$ cat config.mk
export PLATFORM = sky130hd
export DESIGN_NAME = pixel_mode_mapper
export DESIGN_NICKNAME = d
export VERILOG_FILES = /design/src/rtl/pixel_mode_mapper.sv
export SDC_FILE = /design/constraint.sdc
export NUM_CORES = 1
export LEC_CHECK = 0
export BUFFER_PORTS_ARGS = -buffer_cell sky130_fd_sc_hd__buf_2
export CAP_MARGIN = 20
export CORE_MARGIN = 2
export CORE_UTILIZATION = 60
export DETAILED_ROUTE_END_ITERATION = 6
export HOLD_SLACK_MARGIN = 0.12
export PLACE_DENSITY = 0.91
export SLEW_MARGIN = 20
export SYNTH_ARGS = -nofsm -noshare
export SYNTH_HDL_FRONTEND = slang
export SYNTH_SLANG_ARGS = --single-unit
$ cat constraint.sdc
create_clock -name clk -period 2.5 [get_ports clk]
set_clock_uncertainty 0.05 [all_clocks]
set_input_delay 0.25 -clock clk [delete_from_list [all_inputs] [get_ports clk]]
set_output_delay 0.25 -clock clk [all_outputs]
set_load 0.01 [all_outputs]
$ cat src/rtl/pixel_mode_mapper.sv
module pixel_mode_mapper #(
  parameter int ID_W   = 5,
  parameter int CMAP_W = 3
) (
  input  logic                  clk,
  input  logic                  rst_n,
  input  logic                  cfg_we,
  input  logic [ID_W-1:0]       cfg_id,
  input  logic [CMAP_W+3:0]     cfg_mode,
  input  logic                  pix_valid,
  input  logic [ID_W-1:0]       pix_id,
  input  logic [23:0]           pix_data,
  output logic                  out_valid,
  output logic                  out_is_rgb,
  output logic [7:0]            out_index,
  output logic [CMAP_W-1:0]     out_cmap,
  output logic [23:0]           out_rgb
);
  localparam int DEPTH  = 1 << ID_W;
  localparam int MODE_W = CMAP_W + 4;

  localparam logic [2:0] FMT_CI_SB  = 3'd0;
  localparam logic [2:0] FMT_CI_DB  = 3'd1;
  localparam logic [2:0] FMT_RGB24  = 3'd2;
  localparam logic [2:0] FMT_RGB12D = 3'd3;

  logic [MODE_W-1:0] mode_tab [DEPTH];

  always_ff @(posedge clk or negedge rst_n) begin
    if (!rst_n) begin
      for (int i = 0; i < DEPTH; i++) mode_tab[i] <= '0;
    end else if (cfg_we) begin
      mode_tab[cfg_id] <= cfg_mode;
    end
  end

  // stage 1: mode lookup
  logic              s1_valid;
  logic [23:0]       s1_pix;
  logic [MODE_W-1:0] s1_mode;

  always_ff @(posedge clk or negedge rst_n) begin
    if (!rst_n) begin
      s1_valid <= 1'b0;
      s1_pix   <= '0;
      s1_mode  <= '0;
    end else begin
      s1_valid <= pix_valid;
      s1_pix   <= pix_data;
      s1_mode  <= mode_tab[pix_id];
    end
  end

  wire [2:0]        s1_fmt   = s1_mode[2:0];
  wire              s1_front = s1_mode[3];
  wire [CMAP_W-1:0] s1_cmap  = s1_mode[MODE_W-1:4];

  wire [11:0] half12 = s1_front ? s1_pix[23:12] : s1_pix[11:0];
  wire [23:0] rgb_x  = {half12[11:8], half12[11:8], half12[7:4],
                        half12[7:4], half12[3:0], half12[3:0]};
  wire [7:0]  ci_db  = s1_front ? s1_pix[15:8] : s1_pix[7:0];

  logic              f_is_rgb;
  logic [7:0]        f_index;
  logic [CMAP_W-1:0] f_cmap;
  logic [23:0]       f_rgb;

  always_comb begin
    f_is_rgb = 1'b1;
    f_index  = '0;
    f_cmap   = '0;
    f_rgb    = '0;
    case (s1_fmt)
      FMT_CI_SB: begin
        f_is_rgb = 1'b0;
        f_index  = s1_pix[7:0];
        f_cmap   = s1_cmap;
      end
      FMT_CI_DB: begin
        f_is_rgb = 1'b0;
        f_index  = ci_db;
        f_cmap   = s1_cmap;
      end
      FMT_RGB24:  f_rgb = s1_pix;
      FMT_RGB12D: f_rgb = rgb_x;
      default:    f_rgb = '0;
    endcase
  end

  // stage 2: formatted output
  always_ff @(posedge clk or negedge rst_n) begin
    if (!rst_n) begin
      out_valid  <= 1'b0;
      out_is_rgb <= 1'b0;
      out_index  <= '0;
      out_cmap   <= '0;
      out_rgb    <= '0;
    end else begin
      out_valid  <= s1_valid;
      out_is_rgb <= f_is_rgb;
      out_index  <= f_index;
      out_cmap   <= f_cmap;
      out_rgb    <= f_rgb;
    end
  end

  assert_valid_latency_R2: assert property (@(posedge clk) disable iff (!rst_n)
    out_valid == $past(s1_valid));

  assert_rgb_clears_index_R10: assert property (@(posedge clk) disable iff (!rst_n)
    (out_valid && out_is_rgb) |-> (out_index == '0 && out_cmap == '0));

  assert_index_clears_rgb_R10: assert property (@(posedge clk) disable iff (!rst_n)
    (out_valid && !out_is_rgb) |-> (out_rgb == '0));

  assert_nibble_replicated_R8: assert property (@(posedge clk) disable iff (!rst_n)
    (s1_valid && s1_fmt == FMT_RGB12D) |=>
      (out_is_rgb && out_rgb[23:20] == out_rgb[19:16] &&
       out_rgb[15:12] == out_rgb[11:8] && out_rgb[7:4] == out_rgb[3:0]));

  assert_reserved_blank_R9: assert property (@(posedge clk) disable iff (!rst_n)
    (s1_valid && s1_fmt[2]) |=> (out_is_rgb && out_rgb == '0));

  assert_true_colour_pass_R7: assert property (@(posedge clk) disable iff (!rst_n)
    (s1_valid && s1_fmt == FMT_RGB24) |=> (out_rgb == $past(s1_pix)));
endmodule

# Yosys cells after proc, flatten, opt, wreduce, memory -nomap -nowiden
# Index checks and enable logic that the tools add are counted.
[totals] regBits=293 wordCells=63
[op_classes] order_cmp=3 n_bitwise=2 n_reduce_logical=3 muxes=12 eq_ne=3
[ops] op="bitwise mux 224 bit" n=1
[ops] op="case mux 24 bit (2 select lines)" n=1
[ops] op="binary-select mux 7 bit (select 5 bit)" n=1
[ops] op="demux 7 bit (select 5 bit)" n=1
[ops] op="two-way mux 7 bit" n=3
[ops] op="case mux 8 bit (2 select lines)" n=1
[ops] op=">= comparator 6 bit, second input constant" n=2
[ops] op="two-way mux 12 bit" n=1
[ops] op="NOT 5 -> 6 bit" n=2
[ops] op="two-way mux 8 bit" n=1
[ops] op="equality test 3 x 2 -> 1 bit, second input constant" n=2
[ops] op="< comparator 6 x 1 -> 1 bit, second input constant" n=1
[ops] op="equality test 3 x 1 -> 1 bit, second input constant" n=1
[ops] op="zero test 3 bit" n=1
[ops] op="two-way mux 3 bit" n=1
[ops] op="OR reduction 2 bit" n=1
[ops] op="logical AND 1 bit" n=1
[ops] op="two-way mux 1 bit" n=1

# Logic depth before layout (Yosys ltp)
[depth] word_depth=6 mapped_depth=5 depth_no_buf=3

# Worst setup path after synthesis
# Ideal clock, no wire load.
[synth_timing] kind="input port to flip-flop" from="input port pix_id[2]" to="register s1_mode[0]" cell_stages=5 slack_ns=0.373 setup_time_ns=0.125 n_path_buf=2 t_arrival_ns=1.952 path_cell_list="clkbuf_1 -> clkbuf_1 -> mux4_2 -> mux4_2 -> mux2_2"
[synth_via] elab_chain_cells=4
[synth_lines] item="start: declaration" line_no="11" source="input logic [ID_W-1:0] pix_id,"
[synth_lines] item="NOT 5 -> 6 bit (implied by the code)" line_no="50" source="s1_mode <= mode_tab[pix_id];"
[synth_lines] item="binary-select mux 7 bit (select 5 bit)" line_no="50"
[synth_lines] item="two-way mux 7 bit (implied by the code) (2 in a row)" line_no="50"
[synth_lines] item="end signal: assignment" line_no="50"
[synth_lines] item="end: declaration" line_no="40" source="logic [MODE_W-1:0] s1_mode;"
# Every way passes these cells. The select of a mux whose other input is x is not followed.
# A chain may end at the register's enable or synchronous reset.

# Final worst setup path
[layout_timing] from="register s1_mode[0]" to="register out_rgb[0]"
[layout_via] elab_chain_cells=2 elab_cells_between_ends=3 classes_between="eq/ne (2); mux (1)"
[layout_lines] item="equality test 3 x 2 -> 1 bit" line_no="73" source="case (s1_fmt)"
[layout_lines] item="case mux 24 bit (2 select lines) *" line_no="73"
[layout_lines] item="net f_rgb[0]" line_no="66" source="logic [23:0] f_rgb;"
[layout_lines] item="end signal: assignment" line_no="103" source="out_rgb <= f_rgb;"
[layout_lines] item="end: declaration" line_no="17" source="output logic [23:0] out_rgb"
# Mark *: on every way through the listed nets, which the timed path passes. The rest lies on a longest branch.

==> insert_results.sql <==
INSERT INTO impl_metrics (metric_group, metric, value, unit) VALUES
('cts', 'tritoncts.num_buffers', '29', ''),
('grt', 'gr-usage-all-layers', '28.2', '%'),
('place', 'gp_congestion', '0.826', ''),
('cts', 'tritoncts', 'done', ''),
('grt', 'grt_start_max_net_pins', '69', ''),
('logic_synthesis', 'ys_top_cells_by_count', 'sky130_fd_sc_hd__dfrtp_1, sky130_fd_sc_hd__mux2_2, sky130_fd_sc_hd__mux4_2', ''),
('critical_path', 'rr_endpoint', 'out_rgb[0]$_DFF_PN0_', ''),
('routing', 'postRouteAntennaNets', '0', ''),
('cts', 'path_clk_slew', '0.06', 'ns'),
('critical_path', 'critical_path_arrival', '2.41', 'ns'),
('grt', 'grt_first_pass_wirelength', '47.1', 'mm'),
('critical_path', 'required', '2.92', 'ns'),
('logic_synthesis', 'synth_top_cell_by_area', 'sky130_fd_sc_hd__dfrtp_1', ''),
('routing', 'drt-pass1-iter-count', '5', ''),
('routing', 'viasPerCell', '6.35', ''),
('floorplan', 'chipHeight', '148', 'µm'),
('logic_synthesis', 'synth_sequential_area_ratio', '58.6', '%'),
('timing', 'final-setup-viol-count', '0', ''),
('timing', 'setup_ws', '0.507', 'ns'),
('cells_and_area', 'fill_cells', '1186', ''),
('floorplan', 'ioPinCount', '82', ''),
('logic_synthesis', 'yosys.cell_count.top_type', 'sky130_fd_sc_hd__dfrtp_1', ''),
('logic_synthesis', 'synthesis.area_per_instance', '16.1', 'µm²'),
('cts', 'cts_root_buffer', 'sky130_fd_sc_hd__clkbuf_16', ''),
('cts', 'worst_skew_pair.late_latency', '0.55', 'ns'),
('logic_synthesis', 'synthesis.area', '12500', 'µm²'),
('job', 'cap_violations', '0', ''),
('routing', 'wl_per_cell', '25.3', 'µm'),
('critical_path', 'timing.reg2reg.setup_slack', '0.51', 'ns'),
('routing', 'detail_route.iter0.violations', '503', ''),
('critical_path', 'rr_startpoint', 's1_mode[0]$_DFF_PN0_', ''),
('logic_synthesis', 'postSynth.topFlopCell', 'sky130_fd_sc_hd__dfrtp_1', ''),
('grt', 'grt_pass1_vias', '8308', ''),
('logic_synthesis', 'synth.area.top_cells', 'sky130_fd_sc_hd__dfrtp_1, sky130_fd_sc_hd__mux2_2, sky130_fd_sc_hd__mux4_2', ''),
('power_and_ir_drop', 'power_leakage', '6.71', 'nW'),
('grt', 'antenna_violations_before_repair', '1', ''),
('cts', 'cts_htree_levels', '1', ''),
('timing', 'hold_viol_final', '0', ''),
('logic_synthesis', 'flip_flop_and_latch_count_after_synthesis', '293', ''),
('critical_path', 'timing.reg2reg.worst_path_depth', '3', ''),
('status', 'outcome', 'complete, no violations', ''),
('grt', 'globalRoute.totalOverflow', '0', ''),
('floorplan', 'die_w', '148', 'µm'),
('logic_synthesis', 'synth-edff-count', '0', ''),
('timing', 'final.setup.tns', '0', 'ns'),
('cts', 'cts.repair_timing.setup_buffer_count', '0', ''),
('critical_path', 'critical_path_fanouts_max', '14', ''),
('timing', 'max_freq', '502', 'MHz'),
('critical_path', 'critical_path.n_buffers_inverters', '0', ''),
('grt', 'met1_usage', '37.5', '%'),
('logic_synthesis', 'synth-async-reset-ratio', '100', '%'),
('timing', 'slew-limit-headroom', '55.5', '%'),
('critical_path', 'critical_path_class', 'register to register', ''),
('floorplan', 'die_area', '22000', 'µm²'),
('critical_path', 'family_with_the_most_delay_on_the_worst_path', 'compound AO/OA/AOI/OAI gates', ''),
('timing', 'worst_pin_slew', '0.668', 'ns'),
('floorplan', 'fp.coreArea', '20400', 'µm²'),
('routing', 'drc', '0', ''),
('grt', 'grt.met2_usage', '45.5', '%'),
('logic_synthesis', 'synth_cell_type_count', '27', ''),
('cells_and_area', 'post_route_cells_drive_above_1_share', '48.8', '%'),
('power_and_ir_drop', 'power_per_cell_area', '883', 'nW/µm²'),
('cts', 'cts_hold_buf', '27', ''),
('floorplan', 'placement_rows', '52', ''),
('place', 'dp_hpwl', '18.0', 'mm'),
('critical_path', 'path_cells', 'nand3b_1 -> o21bai_1 -> a32o_1', ''),
('timing', 'final_max_slew_viol_count', '0', ''),
('critical_path', 'critical_path_cell_count', '3', ''),
('grt', 'globalRouteMet3Util', '6.35', '%'),
('logic_synthesis', 'gate_count_of_the_mapped_netlist', '777', ''),
('timing', 'fin_crit', '1.99', 'ns');
-- metal layers --
layer / vias to the layer above / wire length (µm)
li1: 3084 / -
met1: 3920 / 11700
met2: 384 / 14600
met3: 83 / 2260
met4: 0 / 1240
met5: - / 0
-- registers in the layout (all words and copies together) (netlist names) --
| signal | flops |
|---|---|
| mode_tab | 224 |
| out_rgb | 24 |
| s1_pix | 24 |
| out_index | 8 |
| s1_mode | 7 |
| out_cmap | 3 |
| out_is_rgb | 1 |
| out_valid | 1 |
| s1_valid | 1 |
-- power breakdown --
part / switching, mW / internal (mW) / total (mW)
combinational: 0.930 / 1.25 / 2.18
sequential: 0.565 / 5.64 / 6.21
clock: 1.82 / 2.58 / 4.41
-- through the flow --
| step | instance area (µm²) | util (%) | total power, mW | instances | hold WS, ns |
|---|---|---|---|---|---|
| detailed placement | 13200 | 65.1 | 8.33 | 1095 | 0.182 |
| global placement | 13200 | 65.1 | 8.18 | 1095 | 0.179 |
| finish | 14500 | 71.1 | 12.8 | 1176 | 0.204 |
| floorplan | 12500 | - | 7.54 | 777 | -0.0956 |
| CTS | 14500 | 71.1 | 12.8 | 1175 | 0.207 |
| global route | 14500 | 71.1 | 13.3 | 1176 | 0.248 |
-- cell type report --
class | count | area [µm²] | share of cell area, %
Clock inverter | 14 | 149 | 1.03
Antenna cell | 1 | 2.50 | 0.0173
Tap cell | 270 | 338 | 2.33
Clock buffer | 39 | 813 | 5.62
Sequential cell | 293 | 7330 | 50.6
Multi-Input combinational cell | 432 | 4950 | 34.2
Timing Repair Buffer | 126 | 898 | 6.20
Inverter | 1 | 3.75 | 0.0259
-- worst max path at each step --
stage | from | to | slack (ns)
5_1_grt | s1_mode[0]$_DFF_PN0_ | out_rgb[0]$_DFF_PN0_ | 0.38
6_report | s1_mode[0]$_DFF_PN0_ | out_rgb[0]$_DFF_PN0_ | 0.51
2_1_floorplan | pix_id[2] | s1_mode[0]$_DFF_PN0_ | 0.37
4_1_cts | s1_mode[0]$_DFF_PN0_ | out_rgb[0]$_DFF_PN0_ | 0.56
3_5_place_dp | pix_id[1] | s1_mode[2]$_DFF_PN0_ | 0.32
3_3_place_gp | pix_id[1] | s1_mode[2]$_DFF_PN0_ | 0.34
-- logic make-up (layout without fill, tap and decap cells) --
group	after synthesis	after routing	synth area share (%)
multiplexers	313	313	34.4
flip-flops	293	293	58.6
buffers and inverters	52	180	1.88
AND/OR/NAND/NOR	85	85	3.31
AO/OA/AOI/OAI	34	34	1.84
other	0	1	0
-- cell usage in the layout, fill, tap and decap left out, types with 3 or more instances in the layout --
master / count
sky130_fd_sc_hd__mux2_2: 219
sky130_fd_sc_hd__nor2_2: 4
sky130_fd_sc_hd__a21o_1: 9
sky130_fd_sc_hd__buf_4: 13
sky130_fd_sc_hd__buf_2: 79
sky130_fd_sc_hd__dfrtp_1: 293
sky130_fd_sc_hd__mux2i_1: 12
sky130_fd_sc_hd__and2_1: 3
sky130_fd_sc_hd__mux2_1: 12
sky130_fd_sc_hd__a32o_1: 4
sky130_fd_sc_hd__clkbuf_16: 29
sky130_fd_sc_hd__bufinv_16: 3
sky130_fd_sc_hd__mux4_2: 70
sky130_fd_sc_hd__nand2_1: 33
sky130_fd_sc_hd__o21ai_0: 8
sky130_fd_sc_hd__nand3b_1: 6
sky130_fd_sc_hd__nand3_1: 10
sky130_fd_sc_hd__nor2_1: 18
sky130_fd_sc_hd__nor3b_1: 4
sky130_fd_sc_hd__a22o_1: 4
sky130_fd_sc_hd__dlygate4sd3_1: 27
sky130_fd_sc_hd__clkbuf_8: 5
sky130_fd_sc_hd__clkinv_2: 10
sky130_fd_sc_hd__buf_12: 6
sky130_fd_sc_hd__and3b_1: 3
sky130_fd_sc_hd__clkbuf_1: 5
sky130_fd_sc_hd__a21oi_1: 8
Power figures use the tool's default switching activity.
